`src/rtl/scan_port_pkg.sv`:
```
package scan_port_pkg;

   localparam int IR_W = 3;

   typedef enum logic [3:0] {
      ST_RESET, ST_IDLE,
      ST_SEL_DR, ST_CAP_DR, ST_SHF_DR, ST_EX1_DR, ST_PAU_DR, ST_EX2_DR, ST_UPD_DR,
      ST_SEL_IR, ST_CAP_IR, ST_SHF_IR, ST_EX1_IR, ST_PAU_IR, ST_EX2_IR, ST_UPD_IR
   } tap_state_e;

   typedef enum logic [1:0] {
      SEL_BYP,
      SEL_ID,
      SEL_BND
   } dr_sel_e;

   localparam logic [IR_W-1:0] OP_EXT     = 3'b000;
   localparam logic [IR_W-1:0] OP_IDENT   = 3'b001;
   localparam logic [IR_W-1:0] OP_SAMP_HZ = 3'b010;
   localparam logic [IR_W-1:0] OP_SAMP    = 3'b100;
   localparam logic [IR_W-1:0] OP_BYP     = 3'b111;
   localparam logic [IR_W-1:0] IR_CAPTURE = 3'b001;

endpackage

```
`src/rtl/scan_fsm.sv`:
```
module scan_fsm
   import scan_port_pkg::*;
(
   input  logic       tck,
   input  logic       rst_n,
   input  logic       tms,
   output tap_state_e state,
   output tap_state_e nxt
);

   always_comb begin
      nxt = ST_RESET;
      case (state)
         ST_RESET:  nxt = tms ? ST_RESET  : ST_IDLE;
         ST_IDLE:   nxt = tms ? ST_SEL_DR : ST_IDLE;
         ST_SEL_DR: nxt = tms ? ST_SEL_IR : ST_CAP_DR;
         ST_CAP_DR: nxt = tms ? ST_EX1_DR : ST_SHF_DR;
         ST_SHF_DR: nxt = tms ? ST_EX1_DR : ST_SHF_DR;
         ST_EX1_DR: nxt = tms ? ST_UPD_DR : ST_PAU_DR;
         ST_PAU_DR: nxt = tms ? ST_EX2_DR : ST_PAU_DR;
         ST_EX2_DR: nxt = tms ? ST_UPD_DR : ST_SHF_DR;
         ST_UPD_DR: nxt = tms ? ST_SEL_DR : ST_IDLE;
         ST_SEL_IR: nxt = tms ? ST_RESET  : ST_CAP_IR;
         ST_CAP_IR: nxt = tms ? ST_EX1_IR : ST_SHF_IR;
         ST_SHF_IR: nxt = tms ? ST_EX1_IR : ST_SHF_IR;
         ST_EX1_IR: nxt = tms ? ST_UPD_IR : ST_PAU_IR;
         ST_PAU_IR: nxt = tms ? ST_EX2_IR : ST_PAU_IR;
         ST_EX2_IR: nxt = tms ? ST_UPD_IR : ST_SHF_IR;
         ST_UPD_IR: nxt = tms ? ST_SEL_DR : ST_IDLE;
         default:   nxt = ST_RESET;
      endcase
   end

   always_ff @(posedge tck or negedge rst_n) begin
      if (!rst_n) state <= ST_RESET;
      else        state <= nxt;
   end

endmodule

```
`src/rtl/scan_ir.sv`:
```
module scan_ir
   import scan_port_pkg::*;
(
   input  logic            tck,
   input  logic            rst_n,
   input  logic            tdi,
   input  tap_state_e      state,
   input  tap_state_e      nxt,
   output logic [IR_W-1:0] ir_shift,
   output logic [IR_W-1:0] ir_cur,
   output dr_sel_e         dr_sel,
   output logic            hiz
);

   always_ff @(posedge tck or negedge rst_n) begin
      if (!rst_n) begin
         ir_shift <= IR_CAPTURE;
         ir_cur   <= OP_IDENT;
      end else begin
         case (state)
            ST_CAP_IR: ir_shift <= IR_CAPTURE;
            ST_SHF_IR: ir_shift <= {tdi, ir_shift[IR_W-1:1]};
            default:   ir_shift <= ir_shift;
         endcase
         if (nxt == ST_RESET)        ir_cur <= OP_IDENT;
         else if (state == ST_UPD_IR) ir_cur <= ir_shift;
      end
   end

   // Unassigned codes fall to the bypass stage with drivers untouched.
   always_comb begin
      dr_sel = SEL_BYP;
      hiz    = 1'b0;
      case (ir_cur)
         OP_EXT:     begin dr_sel = SEL_BND; hiz = 1'b1; end
         OP_SAMP_HZ: begin dr_sel = SEL_BND; hiz = 1'b1; end
         OP_SAMP:    dr_sel = SEL_BND;
         OP_IDENT:   dr_sel = SEL_ID;
         OP_BYP:     dr_sel = SEL_BYP;
         default:    dr_sel = SEL_BYP;
      endcase
   end

endmodule

```
`src/rtl/scan_dr.sv`:
```
module scan_dr
   import scan_port_pkg::*;
#(
   parameter int          BND_LEN = 69,
   parameter logic [31:0] ID_WORD = 32'h1
) (
   input  logic               tck,
   input  logic               rst_n,
   input  logic               tdi,
   input  tap_state_e         state,
   input  dr_sel_e            dr_sel,
   input  logic [BND_LEN-1:0] pin_sample,
   output logic [BND_LEN-1:0] pin_drive,
   output logic               dr_lsb
);

   localparam int ID_LEN = 32;

   logic               byp_q;
   logic [ID_LEN-1:0]  id_sh;
   logic [BND_LEN-1:0] bnd_sh;
   logic               cap, shf, upd;
   logic               bnd_cap, bnd_shf, bnd_upd;

   assign cap     = (state == ST_CAP_DR);
   assign shf     = (state == ST_SHF_DR);
   assign upd     = (state == ST_UPD_DR);
   assign bnd_cap = cap && (dr_sel == SEL_BND);
   assign bnd_shf = shf && (dr_sel == SEL_BND);
   assign bnd_upd = upd && (dr_sel == SEL_BND);

   always_ff @(posedge tck or negedge rst_n) begin
      if (!rst_n) begin
         byp_q <= 1'b0;
         id_sh <= '0;
      end else begin
         if (dr_sel == SEL_BYP) begin
            if (cap)      byp_q <= 1'b0;
            else if (shf) byp_q <= tdi;
         end
         if (dr_sel == SEL_ID) begin
            if (cap)      id_sh <= ID_WORD;
            else if (shf) id_sh <= {tdi, id_sh[ID_LEN-1:1]};
         end
      end
   end

   for (genvar i = 0; i < BND_LEN; i++) begin : g_cell
      logic sin, sh_q, up_q;
      if (i == BND_LEN - 1) begin : g_head
         assign sin = tdi;
      end else begin : g_link
         assign sin = bnd_sh[i+1];
      end
      always_ff @(posedge tck or negedge rst_n) begin
         if (!rst_n) begin
            sh_q <= 1'b0;
            up_q <= 1'b0;
         end else begin
            if (bnd_cap)      sh_q <= pin_sample[i];
            else if (bnd_shf) sh_q <= sin;
            if (bnd_upd)      up_q <= sh_q;
         end
      end
      assign bnd_sh[i]    = sh_q;
      assign pin_drive[i] = up_q;
   end

   always_comb begin
      case (dr_sel)
         SEL_ID:  dr_lsb = id_sh[0];
         SEL_BND: dr_lsb = bnd_sh[0];
         default: dr_lsb = byp_q;
      endcase
   end

endmodule

```
`src/rtl/scan_port.sv`:
```
module scan_port
   import scan_port_pkg::*;
#(
   parameter int          BND_LEN   = 69,
   parameter logic [2:0]  ID_REV    = 3'b000,
   parameter logic [16:0] ID_DEVICE = 17'b01011001000100110,
   parameter logic [10:0] ID_VENDOR = 11'b00000110100
) (
   input  logic               tck,
   input  logic               trst_n,
   input  logic               tms,
   input  logic               tdi,
   output logic               tdo,
   output logic               tdo_en,
   input  logic [BND_LEN-1:0] pin_sample,
   output logic [BND_LEN-1:0] pin_drive,
   output logic               hiz_force
);

   localparam logic [31:0] ID_WORD = {ID_REV, ID_DEVICE, ID_VENDOR, 1'b1};

   initial begin
      assert (BND_LEN >= 2 && BND_LEN <= 4096)
         else $error("scan_port: BND_LEN out of range");
   end

   tap_state_e      state, nxt;
   logic [IR_W-1:0] ir_shift, ir_cur;
   dr_sel_e         dr_sel;
   logic            dr_lsb;

   scan_fsm u_fsm (
      .tck   (tck),
      .rst_n (trst_n),
      .tms   (tms),
      .state (state),
      .nxt   (nxt)
   );

   scan_ir u_ir (
      .tck      (tck),
      .rst_n    (trst_n),
      .tdi      (tdi),
      .state    (state),
      .nxt      (nxt),
      .ir_shift (ir_shift),
      .ir_cur   (ir_cur),
      .dr_sel   (dr_sel),
      .hiz      (hiz_force)
   );

   scan_dr #(
      .BND_LEN (BND_LEN),
      .ID_WORD (ID_WORD)
   ) u_dr (
      .tck        (tck),
      .rst_n      (trst_n),
      .tdi        (tdi),
      .state      (state),
      .dr_sel     (dr_sel),
      .pin_sample (pin_sample),
      .pin_drive  (pin_drive),
      .dr_lsb     (dr_lsb)
   );

   always_ff @(negedge tck or negedge trst_n) begin
      if (!trst_n) begin
         tdo    <= 1'b0;
         tdo_en <= 1'b0;
      end else if (state == ST_SHF_IR) begin
         tdo    <= ir_shift[0];
         tdo_en <= 1'b1;
      end else if (state == ST_SHF_DR) begin
         tdo    <= dr_lsb;
         tdo_en <= 1'b1;
      end else begin
         tdo    <= 1'b0;
         tdo_en <= 1'b0;
      end
   end

endmodule

```
`config.mk`:
```
export PLATFORM = sky130hd
export DESIGN_NAME = scan_port
export DESIGN_NICKNAME = d
export VERILOG_FILES = /design/src/rtl/scan_port_pkg.sv /design/src/rtl/scan_fsm.sv /design/src/rtl/scan_ir.sv /design/src/rtl/scan_dr.sv /design/src/rtl/scan_port.sv
export SDC_FILE = /design/constraint.sdc
export NUM_CORES = 1
export LEC_CHECK = 0
export ABC_AREA = 1
export BUFFER_PORTS_ARGS = -buffer_cell sky130_fd_sc_hd__buf_2
export CAP_MARGIN = 25
export CORE_ASPECT_RATIO = 0.75
export CORE_MARGIN = 2
export CORE_UTILIZATION = 56
export DETAILED_ROUTE_END_ITERATION = 8
export GPL_ROUTABILITY_DRIVEN = 0
export HOLD_SLACK_MARGIN = 0.12
export PLACE_DENSITY = 0.8
export RECOVER_POWER = 50
export SLEW_MARGIN = 10
export SYNTH_ARGS = -nofsm -noshare
export SYNTH_HDL_FRONTEND = slang
export SYNTH_SLANG_ARGS = --single-unit
export TNS_END_PERCENT = 30
```
`constraint.sdc`:
```
create_clock -name tck -period 2.5 [get_ports tck]
set_clock_uncertainty 0.1 [all_clocks]
set_input_delay 0.5 -clock tck [delete_from_list [all_inputs] [get_ports tck]]
set_output_delay 0.5 -clock tck [all_outputs]
set_load 0.01 [all_outputs]
```
# Yosys cells after proc, flatten, opt, wreduce, memory -nomap -nowiden

Cells that the tools add are included.
W data, S select, Z words.

Register bits: 183
Input port bits: 73
Output and inout port bits: 72
Logic and storage cells: 348

Equality and inequality tests: 20
Mux-type cells: 165
Reduce and logical (&&, ||, !) cells: 18

Operators with widths:

| operator             | number |
|---|---|
| $mux W1              | 148 |
| $mux W32             | 2 |
| $pmux W4 S12         | 1 |
| $eq A4 B4 Y1 const B | 8 |
| $eq A4 B3 Y1 const B | 4 |
| $mux W4              | 4 |
| $mux W3              | 4 |
| $eq A4 B2 Y1 const B | 2 |
| $logic_not A4 Y1     | 2 |
| $reduce_bool A2 Y1   | 4 |
| $mux W2              | 3 |
| $pmux W3 S2          | 1 |
| $reduce_or A2 Y1     | 3 |
| $reduce_or A3 Y1     | 2 |
| $eq A4 B1 Y1 const B | 1 |
| $pmux W2 S2          | 1 |
| $reduce_and A2 Y1    | 2 |
| $eq A3 B1 Y1 const B | 1 |
| $eq A3 B2 Y1 const B | 1 |
| $eq A3 B3 Y1 const B | 1 |
| $logic_and A1 B1 Y1  | 3 |
| $logic_not A3 Y1     | 1 |
| $eq A2 B1 Y1 const B | 1 |
| $eq A2 B2 Y1 const B | 1 |
| other kinds (2)      | 2 |

# Longest topological paths before layout

Word-level depth: 7
Mapped depth: 10
Mapped depth without buffers: 10

# By module

From an unflattened synthesis, not the netlist that was laid out.

Cells, all modules: 1046
Area, all modules: 8594.5 um^2

By module, submodules not included:

| module    | instances | cells each | area an instance (um^2) | sequential area each (um^2) |
|---|---|---|---|---|
| scan_dr   | 1         | 930        | 7823.8                  | 4279.1 |
| scan_fsm  | 1         | 61         | 360.3                   | 100.1 |
| scan_ir   | 1         | 40         | 309.0                   | 152.6 |
| scan_port | 1         | 15         | 101.3                   | 50.0 |

==> summary.txt <==
Global route
  • First-pass GRT wire length: 29300 um
  • Gr usage total: 23.7%
  • Initial antenna violation count: 0
  • Grt total ovfl: 0
  • Vias in the first global route: 5871
  • Largest net degree at the start of global routing: 172

Cells and area
  • Fin nets: 1065
  • Area of the multi-input gates: 2530 um2
  • N_diodes: 0
  • Final instance area: 9200 um2
  • Share of layout cells above drive strength 1: 14.9%
  • P&R area growth vs syn: 11.2%
  • Seq. cell area: 4580 um2
  • FILL cells: 1244

Detailed routing
  • Vias post-DR: 6216
  • DRC viols: 0
  • Vias per cell: 5.17
  • Final WL: 18200 um
  • Routed WL per cell: 15.1 um
  • Post-route ant nets: 0
  • DRT iter0 DRCs: 572
  • Drt first pass iters: 5

Pwr
  • Cell Pwr Density: 977 nW/um2
  • Peak VDD IR: 0.552 mV
  • Overall Power: 8980 uW
  • Leakage: 0.00472 uW

Setup path
  • CP Data Arrival Time: 1.66 ns
  • Type of the worst setup path: flop to flop
  • CP max stage cell: dfstp_2
  • Delay-heaviest family, CP: flip-flops
  • Crit Path Max Fanout: 4
  • Crit end category: flop
  • Worst reg2reg setup slack: -0.28 ns
  • CP startpoint kind: flop
  • Crit path buf inv count: 0
  • CP Data Required Time: 1.38 ns
  • Cells along the critical path: nand3_4, ha_4, mux2i_1, o22ai_1
  • CP max stage delay: 0.58 ns

Yosys
  • Flops & latches, synth: 183
  • Post-synth top cells: o21ai_0, dfrtp_1, nand2_1
  • Synth warn: 0
  • EDFF count, synth: 0
  • Simple-gate share of the synthesized area: 10.8%
  • Mean post-synth cell area: 8.92 um2
  • XOR/XNOR Fraction of Synth Area: 0%
  • Main combinational cell family by area after synthesis: compound AO/OA/AOI/OAI gates
  • Adder-Cell Fraction of Synth Area: 0.454%
  • Mux cell area share after synthesis: 0.121%
  • Dominant cells by area after synthesis: dfrtp_1, o21ai_0, nand2_1
  • Mapped Cells: 927
  • Synth Net Count: 1003
  • Compound-Gate Fraction of Synth Area: 18.6%
  • Top FF cell, synth: dfrtp_1
  • Mapped Area: 8270 um2
  • Register area share after synthesis: 55.4%
  • Top-count cell post-synth: o21ai_0
  • FFs w/ async S/R, synth: 100%
  • Top-area cell type share of the netlist area: 54.2%
  • Cell taking the most area after synthesis: dfrtp_1
  • Unique masters post-synth: 25

Clock network
  • Clk Latency, worst-skew pair: 0.42 ns
  • TritonCTS Buffers: 17
  • Clk sinks: 183
  • Post-CTS setup buffers: 0
  • CTS tree: built
  • Clock Pin Slew Worst Setup and Hold Paths: 0.07 ns
  • H-Tree Depth: 4
  • Clock buffer depth: 2
  • CTS root buf: clkbuf_16

Die
  • Die width: 144 um
  • Core ar.: 14500 um2
  • Die H: 109 um
  • Initial core utilization: 57.2%
  • Die footprint: 15800 um2
  • Rows: 38
  • Io pins: 145

Timing
  • RSZ-0062 raised after global routing: yes
  • Slew headroom: 38.1%
  • Pin slew with the least headroom to its limit: 0.929 ns
  • Worst Slack Setup Final: -0.280 ns
  • Final Hold Vio Count: 0
  • Worst hold slack: 0.205 ns
  • Setup Viol. Count Final: 4
  • Max Slew Vio Count: 0

Outcome
  • Failing checks: setup timing
  • Outcome: complete, but fails checks

Placement
  • Hpwl dp: 11900 um
  • Port bufs: 144
  • Placed cell area: 8680 um2

Run
  • Max Cap Viol: 0

Min path
  • Hold Path Class: input port to flop
-- registers in the layout, summed over array words and instances (netlist names) --
register,cells
u_dr.byp_q,1
u_dr.g_cell.sh_q,2
u_dr.g_cell.sin,67
u_fsm.state,4
tdo_en,1
u_dr.id_sh,32
u_ir.ir_cur,3
u_dr.g_cell.up_q,69
tdo,1
u_ir.ir_shift,3
-- layout by cell type (no fill, tap or decap), drive strengths merged --
cell         Yosys  routed
dfrtn            2       2
inv             98     106
buf             96      93
o22ai            3       3
nor2            19      19
dlygate4sd3      0       1
nand2          168     168
bufinv           0       1
dfrtp          179     179
o31ai            1       1
a31oi            1       1
clkinvlp         0       1
clkbuf          26      90
a21oi            3       3
dfstp            2       2
ha               3       3
clkinv           0       3
o21ai          298     298
mux2i            1       1
nand3           27      27
-- layout make-up --
type	instances	area share [%]
clock buffers	19	4.92
clock inverters	13	1.67
inverters	98	4.03
flip-flops and latches	183	49.8
well taps	200	2.72
repair buffers	165	9.40
multi-input cells	524	27.5
-- stage by stage --
step	setup WS, ns	util, %	setup TNS, ns	std cells
3_5_place_dp	-0.238	60.1	-0.238	1169
3_3_place_gp	-0.206	60.1	-0.206	1169
4_1_cts	-0.276	64.4	-0.812	1202
2_1_floorplan	-0.150	-	-0.150	927
5_1_grt	-0.343	63.7	-1.25	1202
6_report	-0.280	63.7	-0.797	1202
-- layer usage --
layer  global-route usage (%)  wire, um  vias up  share of wire [%]
li1                         -         -     3060                  -
met1                     36.2      9110     2983                 50
met2                     34.7      7810      160                 43
met3                     4.74      1070       13                5.9
met4                     6.45       158        0               0.87
met5                        0         0        -                  0
-- kinds of logic after synthesis --
| logic type | after synthesis |
|---|---|
| multiplexers | 1 |
| buffers and inverters | 220 |
| adder cells (fa/ha/maj) | 3 |
| AO/OA/AOI/OAI | 306 |
| AND/OR/NAND/NOR | 214 |
| flip-flops | 183 |
-- worst register-to-register path: cells and delay by family, from the launching register on --
family / cells / cell delay (ns)
adder cells (fa/ha/maj): 1 / 0.28
AND/OR/NAND/NOR: 1 / 0.10
flip-flops: 1 / 0.58
multiplexers: 1 / 0.21
AO/OA/AOI/OAI: 1 / 0.09
-- path summary, 6_finish.rpt --
check	start	to	depth (start not counted)
setup / recovery	u_ir.ir_cur[0]	tdo	4
setup reg to reg	u_ir.ir_cur[0]	tdo	4
max in group asynchronous	trst_n	tdo_en	2
hold / removal	pin_sample[61]	u_dr.g_cell[60].sin	3
min in group asynchronous	trst_n	u_dr.g_cell[46].sin	2
hold reg to reg	u_dr.id_sh[14]	u_dr.id_sh[14]	2
-- what timing repair did --
item	CTS	global route
hold buffers	1	0
setup endpoints to repair	3	3
pin swaps	1	0
hold endpoints to repair	10	0
gates resized for setup	0	2
-- power by group --
part	leakage, uW	internal [uW]	switching [uW]
combinational	0.00225	671	1380
sequential	0.00218	3830	374
clock	0.000297	1480	1240
Note: power is estimated with default switching activity, not from simulation.
